`src/rtl/pns_pkg.sv`:
```
package pns_pkg;
  localparam int U_W    = 3;
  localparam int T_W    = 4;
  localparam int S_W    = 5;
  localparam int CODE_W = 4;

  typedef logic signed [U_W-1:0] state_t;

  typedef struct packed {
    state_t          tgt0;
    state_t          tgt1;
    state_t          tgt2;
    logic [CODE_W:0] cnt0;
    logic [CODE_W:0] cnt1;
  } row_t;

  // Targets are in descending order of value. Code counts are in sixteenths.
  function automatic row_t row_of(input state_t prev, input logic par);
    row_t r;
    r = '{tgt0: 3'sd0, tgt1: 3'sd0, tgt2: 3'sd0, cnt0: 5'd16, cnt1: 5'd0};
    if (!par) begin
      case (prev)
        3'sd2:  r = '{tgt0: 3'sd2,  tgt1: 3'sd0,  tgt2: 3'sd0,  cnt0: 5'd4,  cnt1: 5'd12};
        3'sd1:  r = '{tgt0: 3'sd1,  tgt1: -3'sd1, tgt2: -3'sd1, cnt0: 5'd10, cnt1: 5'd6};
        3'sd0:  r = '{tgt0: 3'sd2,  tgt1: 3'sd0,  tgt2: -3'sd2, cnt0: 5'd2,  cnt1: 5'd12};
        -3'sd1: r = '{tgt0: 3'sd1,  tgt1: -3'sd1, tgt2: -3'sd1, cnt0: 5'd6,  cnt1: 5'd10};
        -3'sd2: r = '{tgt0: 3'sd0,  tgt1: -3'sd2, tgt2: -3'sd2, cnt0: 5'd12, cnt1: 5'd4};
        default: ;
      endcase
    end else begin
      case (prev)
        3'sd2:  r = '{tgt0: 3'sd1,  tgt1: -3'sd1, tgt2: -3'sd1, cnt0: 5'd12, cnt1: 5'd4};
        3'sd1:  r = '{tgt0: 3'sd2,  tgt1: 3'sd0,  tgt2: -3'sd2, cnt0: 5'd3,  cnt1: 5'd12};
        3'sd0:  r = '{tgt0: 3'sd1,  tgt1: -3'sd1, tgt2: -3'sd1, cnt0: 5'd8,  cnt1: 5'd8};
        -3'sd1: r = '{tgt0: 3'sd2,  tgt1: 3'sd0,  tgt2: -3'sd2, cnt0: 5'd1,  cnt1: 5'd12};
        -3'sd2: r = '{tgt0: 3'sd1,  tgt1: -3'sd1, tgt2: -3'sd1, cnt0: 5'd4,  cnt1: 5'd12};
        default: ;
      endcase
    end
    return r;
  endfunction
endpackage

```
`src/rtl/pns_lfsr.sv`:
```
module pns_lfsr #(
  parameter int          W     = 16,
  parameter logic [W-1:0] TAPS = 16'hB400,
  parameter logic [W-1:0] SEED = 16'hACE1,
  parameter int          OUT_W = 4
) (
  input  logic             clk,
  input  logic             rst,
  input  logic             adv,
  output logic [OUT_W-1:0] bits
);
  logic [W-1:0] st_q;
  logic [W-1:0] st_n;

  // Galois shift register, stepped OUT_W times per advance.
  always_comb begin
    st_n = st_q;
    bits = '0;
    for (int i = 0; i < OUT_W; i++) begin
      bits[i] = st_n[0];
      st_n    = (st_n >> 1) ^ (st_n[0] ? TAPS : '0);
    end
  end

  always_ff @(posedge clk) begin
    if (rst)      st_q <= SEED;
    else if (adv) st_q <= st_n;
  end

  // the rates depend on a register that never locks up at zero.
  a_r7_lfsr_alive: assert property (@(posedge clk) disable iff (rst) st_q != '0);
endmodule

```
`src/rtl/pns_next_state.sv`:
```
module pns_next_state
  import pns_pkg::*;
(
  input  state_t              prev,
  input  logic                par,
  input  logic [CODE_W-1:0]   code,
  output state_t              nxt
);
  row_t            row;
  logic [CODE_W:0] c;
  logic [CODE_W:0] edge1;

  always_comb begin
    row   = row_of(prev, par);
    c     = {1'b0, code};
    edge1 = row.cnt0 + row.cnt1;
    if (!par && prev == 3'sd0) begin
      // Fixed layout for this row: codes 8,9 go to -2, codes 10,11 go to +2.
      if (c == 5'd8 || c == 5'd9)        nxt = -3'sd2;
      else if (c == 5'd10 || c == 5'd11) nxt = 3'sd2;
      else                               nxt = 3'sd0;
    end else if (c < row.cnt0) begin
      nxt = row.tgt0;
    end else if (c < edge1) begin
      nxt = row.tgt1;
    end else begin
      nxt = row.tgt2;
    end
  end
endmodule

```
`src/rtl/pns_stage.sv`:
```
module pns_stage
  import pns_pkg::*;
#(
  parameter int           LFSR_W    = 16,
  parameter logic [15:0]  LFSR_TAPS = 16'hB400,
  parameter logic [15:0]  LFSR_SEED = 16'hACE1
) (
  input  logic                  clk,
  input  logic                  rst,
  input  logic                  en,
  input  logic                  x_lsb,
  output logic signed [S_W-1:0] s_out,
  output logic signed [T_W-1:0] t_out,
  output logic signed [U_W-1:0] u_out
);
  logic [CODE_W-1:0] rnd;
  logic [CODE_W-1:0] code;
  logic              par;
  state_t            u1_q, u2_q, u_new;
  logic signed [S_W-1:0] s_n;
  logic signed [T_W-1:0] t_n;

  pns_lfsr #(
    .W(LFSR_W), .TAPS(LFSR_TAPS[LFSR_W-1:0]),
    .SEED(LFSR_SEED[LFSR_W-1:0]), .OUT_W(CODE_W)
  ) u_rng (
    .clk(clk), .rst(rst), .adv(en), .bits(rnd)
  );

  // The random draw is two's complement -8..7; the code is offset by 8.
  assign code = {~rnd[CODE_W-1], rnd[CODE_W-2:0]};

  // Parity of x + u[n-1] - u[n-2].
  assign par = x_lsb ^ u1_q[0] ^ u2_q[0];

  pns_next_state u_tab (
    .prev(u1_q), .par(par), .code(code), .nxt(u_new)
  );

  always_comb begin
    s_n = S_W'(u_new) - (S_W'(u1_q) <<< 1) + S_W'(u2_q);
    t_n = T_W'(u_new) - T_W'(u1_q);
  end

  always_ff @(posedge clk) begin
    if (rst) begin
      u1_q  <= '0;
      u2_q  <= '0;
      s_out <= '0;
      t_out <= '0;
    end else if (en) begin
      u2_q  <= u1_q;
      u1_q  <= u_new;
      s_out <= s_n;
      t_out <= t_n;
    end
  end

  assign u_out = u1_q;

  a_r6_hold: assert property (@(posedge clk) disable iff (rst)
    !en |=> ($stable(s_out) && $stable(t_out) && $stable(u_out)));
  a_r5_state_range: assert property (@(posedge clk) disable iff (rst)
    (u_out >= -3'sd2) && (u_out <= 3'sd2));
  a_r3_step_parity: assert property (@(posedge clk) disable iff (rst)
    en |=> ((u_out[0] ^ $past(u_out[0])) == $past(par)));
  a_r2_sample_parity: assert property (@(posedge clk) disable iff (rst)
    en |=> (s_out[0] == $past(x_lsb)));
  a_r4_first_diff: assert property (@(posedge clk) disable iff (rst)
    en |=> (t_out == T_W'(u_out) - T_W'($past(u_out))));
endmodule

```
`config.mk`:
```
export PLATFORM = sky130hd
export DESIGN_NAME = pns_stage
export DESIGN_NICKNAME = d
export VERILOG_FILES = /design/src/rtl/pns_pkg.sv /design/src/rtl/pns_lfsr.sv /design/src/rtl/pns_next_state.sv /design/src/rtl/pns_stage.sv
export SDC_FILE = /design/constraint.sdc
export NUM_CORES = 1
export LEC_CHECK = 0
export BUFFER_PORTS_ARGS = -buffer_cell sky130_fd_sc_hd__buf_2
export CAP_MARGIN = 10
export CORE_MARGIN = 2
export CORE_UTILIZATION = 29
export DETAILED_ROUTE_END_ITERATION = 12
export PLACE_DENSITY = 0.54
export RECOVER_POWER = 25
export SKIP_CTS_REPAIR_TIMING = 1
export SYNTH_ARGS = -nofsm -noshare
export SYNTH_HDL_FRONTEND = slang
export SYNTH_SLANG_ARGS = --single-unit
```
`constraint.sdc`:
```
create_clock -name clk -period 5.06 [get_ports clk]
set_clock_uncertainty 0.1 [all_clocks]
set_input_delay 1.012 -clock clk [delete_from_list [all_inputs] [get_ports clk]]
set_output_delay 1.012 -clock clk [all_outputs]
set_load 0.01 [all_outputs]
```
==> results.yml <==
sta:
  fmax_mhz: 199
  hold_violations: 0
  fin_ws_ps: 43.4
  finalMaxSlewViolations: 0
  min_period_over_period: 0.991
  fin_crit_ps: 5020
  rsz0062_at_grt: "yes"
  max-slew-margin-rel: 0.353
  worstMarginPinSlew_ps: 971
  finalSetupViolations: 0
worst_setup_path:
  rr_endpoint: "s_out[4]"
  critPathRequiredTime_ps: 5110
  startpoint_type: "primary input"
  slowest_stage: "fa_1"
  crit_chain: "buf_12 -> xnor2_4 -> nand2_1 -> o21ai_2 -> ha_2 -> inv_2 -> fa_2 -> xor2_1 -> ha_1 -> a21oi_2 -> nand2_2 -> a311o_1 -> o221ai_2 -> nor2_4 -> a21oi_4 -> fa_1 -> inv_2 -> ha_4 -> nor2b_1 -> o21ai_1 -> inv_1 -> nor3b_2 -> and3_1 -> nor4_2"
  arrival_ps: 5070
  reg2reg_depth: 26
  rrSetupSlack_ps: 200
  reg2reg_from: "u_out[1]"
  critPathCaptureType: "flip-flop"
  cpPeakStageDelay_ps: 440
  critPathKind: "primary input to flip-flop"
  cpMostUsedCell: "inv_2"
  cp_max_fo: 8
power:
  seq_power_share: 0.138
  p_leak_nw: 1.28
  clock_power_share: 0.100
  switching_share: 0.420
  power_density_nw_per_um2: 786
  power_frac_comb: 0.763
  power_w: 0.00236
  intPower_w: 0.00137
  switchingPower_w: 0.000989
  ir_worst_vdd_v: 0.000843
clock_tree:
  htree_num_levels: 2
  clock-sinks: 31
  clkTransAtPathRegs_ps: 70
  cts_buffer_depth: 2
  root_buffer: "clkbuf_8"
  numCtsBuffers: 5
  cts_tree: "yes"
  clock_latency_ps: 280
finish:
  nets: 342
  final_layout_size_suffix_gt1_frac: 0.291
  nFillCells: 796
  insertedDiodeCount: 0
  area_delta_synth_final_pct: 30.9
grt:
  grt_max_degree: 49
  grt_antenna_before_repair: 0
  grt_overflow_total: 0
  grt_util_all_layers: 0.124
  grt_pass1_wl_microns: 8590
  grt_pass1_vias: 1819
placed_design:
  hpwl_microns: 3710
  dp_slack_ps: -542
  place.gp.congestion: 0.813
  portBuffers: 15
yosys:
  synth_ff_type: "dfxtp_1"
  synth_top_cell_by_area: "dfxtp_1"
  netlist-cell-type-count: 52
  syn_nets: 295
  netlist_top_cells_count: "nor2_1 (36), dfxtp_1 (31), inv_1 (23), ha_1 (19), mux2i_1 (16)"
  netlist.area_leader.share: 0.271
  async_flop_share: 0
  synth.most_common_cell: "nor2_1"
  syn_inst: 268
  avgSynthCellArea_sq_um: 8.54
  ys_ff_latch: 31
  synth_area_leaders: "dfxtp_1 (27%), ha_1 (10%), mux2i_1 (7.0%)"
  syn_area_sq_um: 2290
  yosys_warnings: 0
  synth_edf_count: 0
  seq_area_frac_synth: 0.271
floorplan:
  io_pins: 16
  core_sq_um: 7690
  initial_core_util: 0.298
  dieArea_sq_um: 8620
  die_y_microns: 92.8
  row_count: 32
  die_w_microns: 92.8
min_path:
  hold_depth: 1
  hold_class: "flip-flop to flip-flop"
  holdCritStartpoint: "u_rng.st_q[4]"
  hold_end: "u_rng.st_q[0]"
route:
  routed_wl_microns: 5140
  via_per_inst: 4.73
  ant_nets: 0
  drcViolationCount: 0
  drt-initial-drc-count: 96
  firstDrtPassIters: 4
  post_drt_wl_per_cell_microns: 12.3
  dr_total_vias: 1977
run_status:
  status: "complete, no violations"
run:
  drv_cap: 0
-- power groups by stage --
stage	registers [W]	clock network (W)	logic, W
2_1_floorplan	0.000347	0	0.00106
3_3_place_gp	0.000328	0	0.00153
3_5_place_dp	0.000329	0	0.00155
4_1_cts	0.000325	0.000242	0.00156
5_1_grt	0.000333	0.000251	0.00199
6_report	0.000324	0.000235	0.00180
-- metrics by stage --
stage / instances / util / TNS, ps / instance area [sq um] / hold WS (ps)
finish: 418 / 0.390 / 0 / 3000 / 373
global route: 418 / 0.390 / -265 / 3000 / 379
CTS: 411 / 0.373 / -421 / 2870 / 373
detailed placement: 403 / 0.358 / -1890 / 2750 / 355
global placement: 403 / 0.358 / -1210 / 2750 / 350
floorplan: 268 / - / -111 / 2380 / 338
-- worst max-delay path, delay by kind of cell --
kind | cells | cell delay (ps)
AO/OA/AOI/OAI | 6 | 1050
XOR/XNOR | 2 | 430
adder cells (fa/ha/maj) | 5 | 1530
buffers and inverters | 4 | 300
AND/OR/NAND/NOR | 7 | 730
-- cell type report --
type / instances / area (sq um) / area share
repair buffers: 54 / 375 / 0.125
inverters: 23 / 86.3 / 0.0288
clock buffers: 7 / 108 / 0.0359
multi-input cells: 200 / 1670 / 0.556
flip-flops and latches: 31 / 628 / 0.210
clock inverters: 1 / 5.00 / 0.00167
well taps: 102 / 128 / 0.0426
-- metal layers --
layer  track usage  wire, microns  share of wire  vias to the layer above
li1              -              -              -                     1029
met1         0.174           2670           0.52                      912
met3        0.0195            123          0.024                       10
met2         0.187           2210           0.43                       26
met5             0              0              0                        -
met4        0.0576            138          0.027                        0
-- how the worst max path moves through the flow --
stage,startpoint,endpoint,slack (ps),cells after the start
after floorplan,x_lsb,s_out[4],-110,25
after global placement,x_lsb,s_out[4],-450,25
after detailed placement,x_lsb,s_out[4],-540,24
after CTS,x_lsb,s_out[4],-240,23
after global routing,x_lsb,s_out[4],-220,24
final,x_lsb,s_out[4],40,24
-- sequential cells by signal (all words and copies together) (netlist names) --
signal      cells
u2_q            3
s_out           5
t_out           4
u_out           3
u_rng.st_q     16
-- placed cells by master (no fill, tap or decap), types with 4 or more instances in the layout --
master,Yosys,layout
a211oi_1,8,8
nor2b_1,7,7
dfxtp_1,31,29
a21oi_1,15,12
buf_2,2,5
xor2_1,4,4
nand3_1,4,4
clkbuf_8,0,6
nor2_1,36,34
inv_2,0,4
mux2i_1,16,16
buf_4,1,38
ha_1,19,15
clkbuf_1,9,9
o21ai_0,9,5
nand2_1,12,11
xnor2_1,14,12
inv_1,23,19
a211o_1,6,6
-- cell families (layout without fill, tap and decap cells) --
family,after synthesis,count (layout),synth area share
DFF,31,31,0.271
adders and majority gates,24,24,0.144
buffers and inverters,37,85,0.0634
xor gates and xnor gates,19,19,0.0760
muxes,16,16,0.0700
and+or+nand+nor,80,80,0.174
AOI/OAI and AO/OA,61,61,0.202
(Power assumes the default switching activity.)
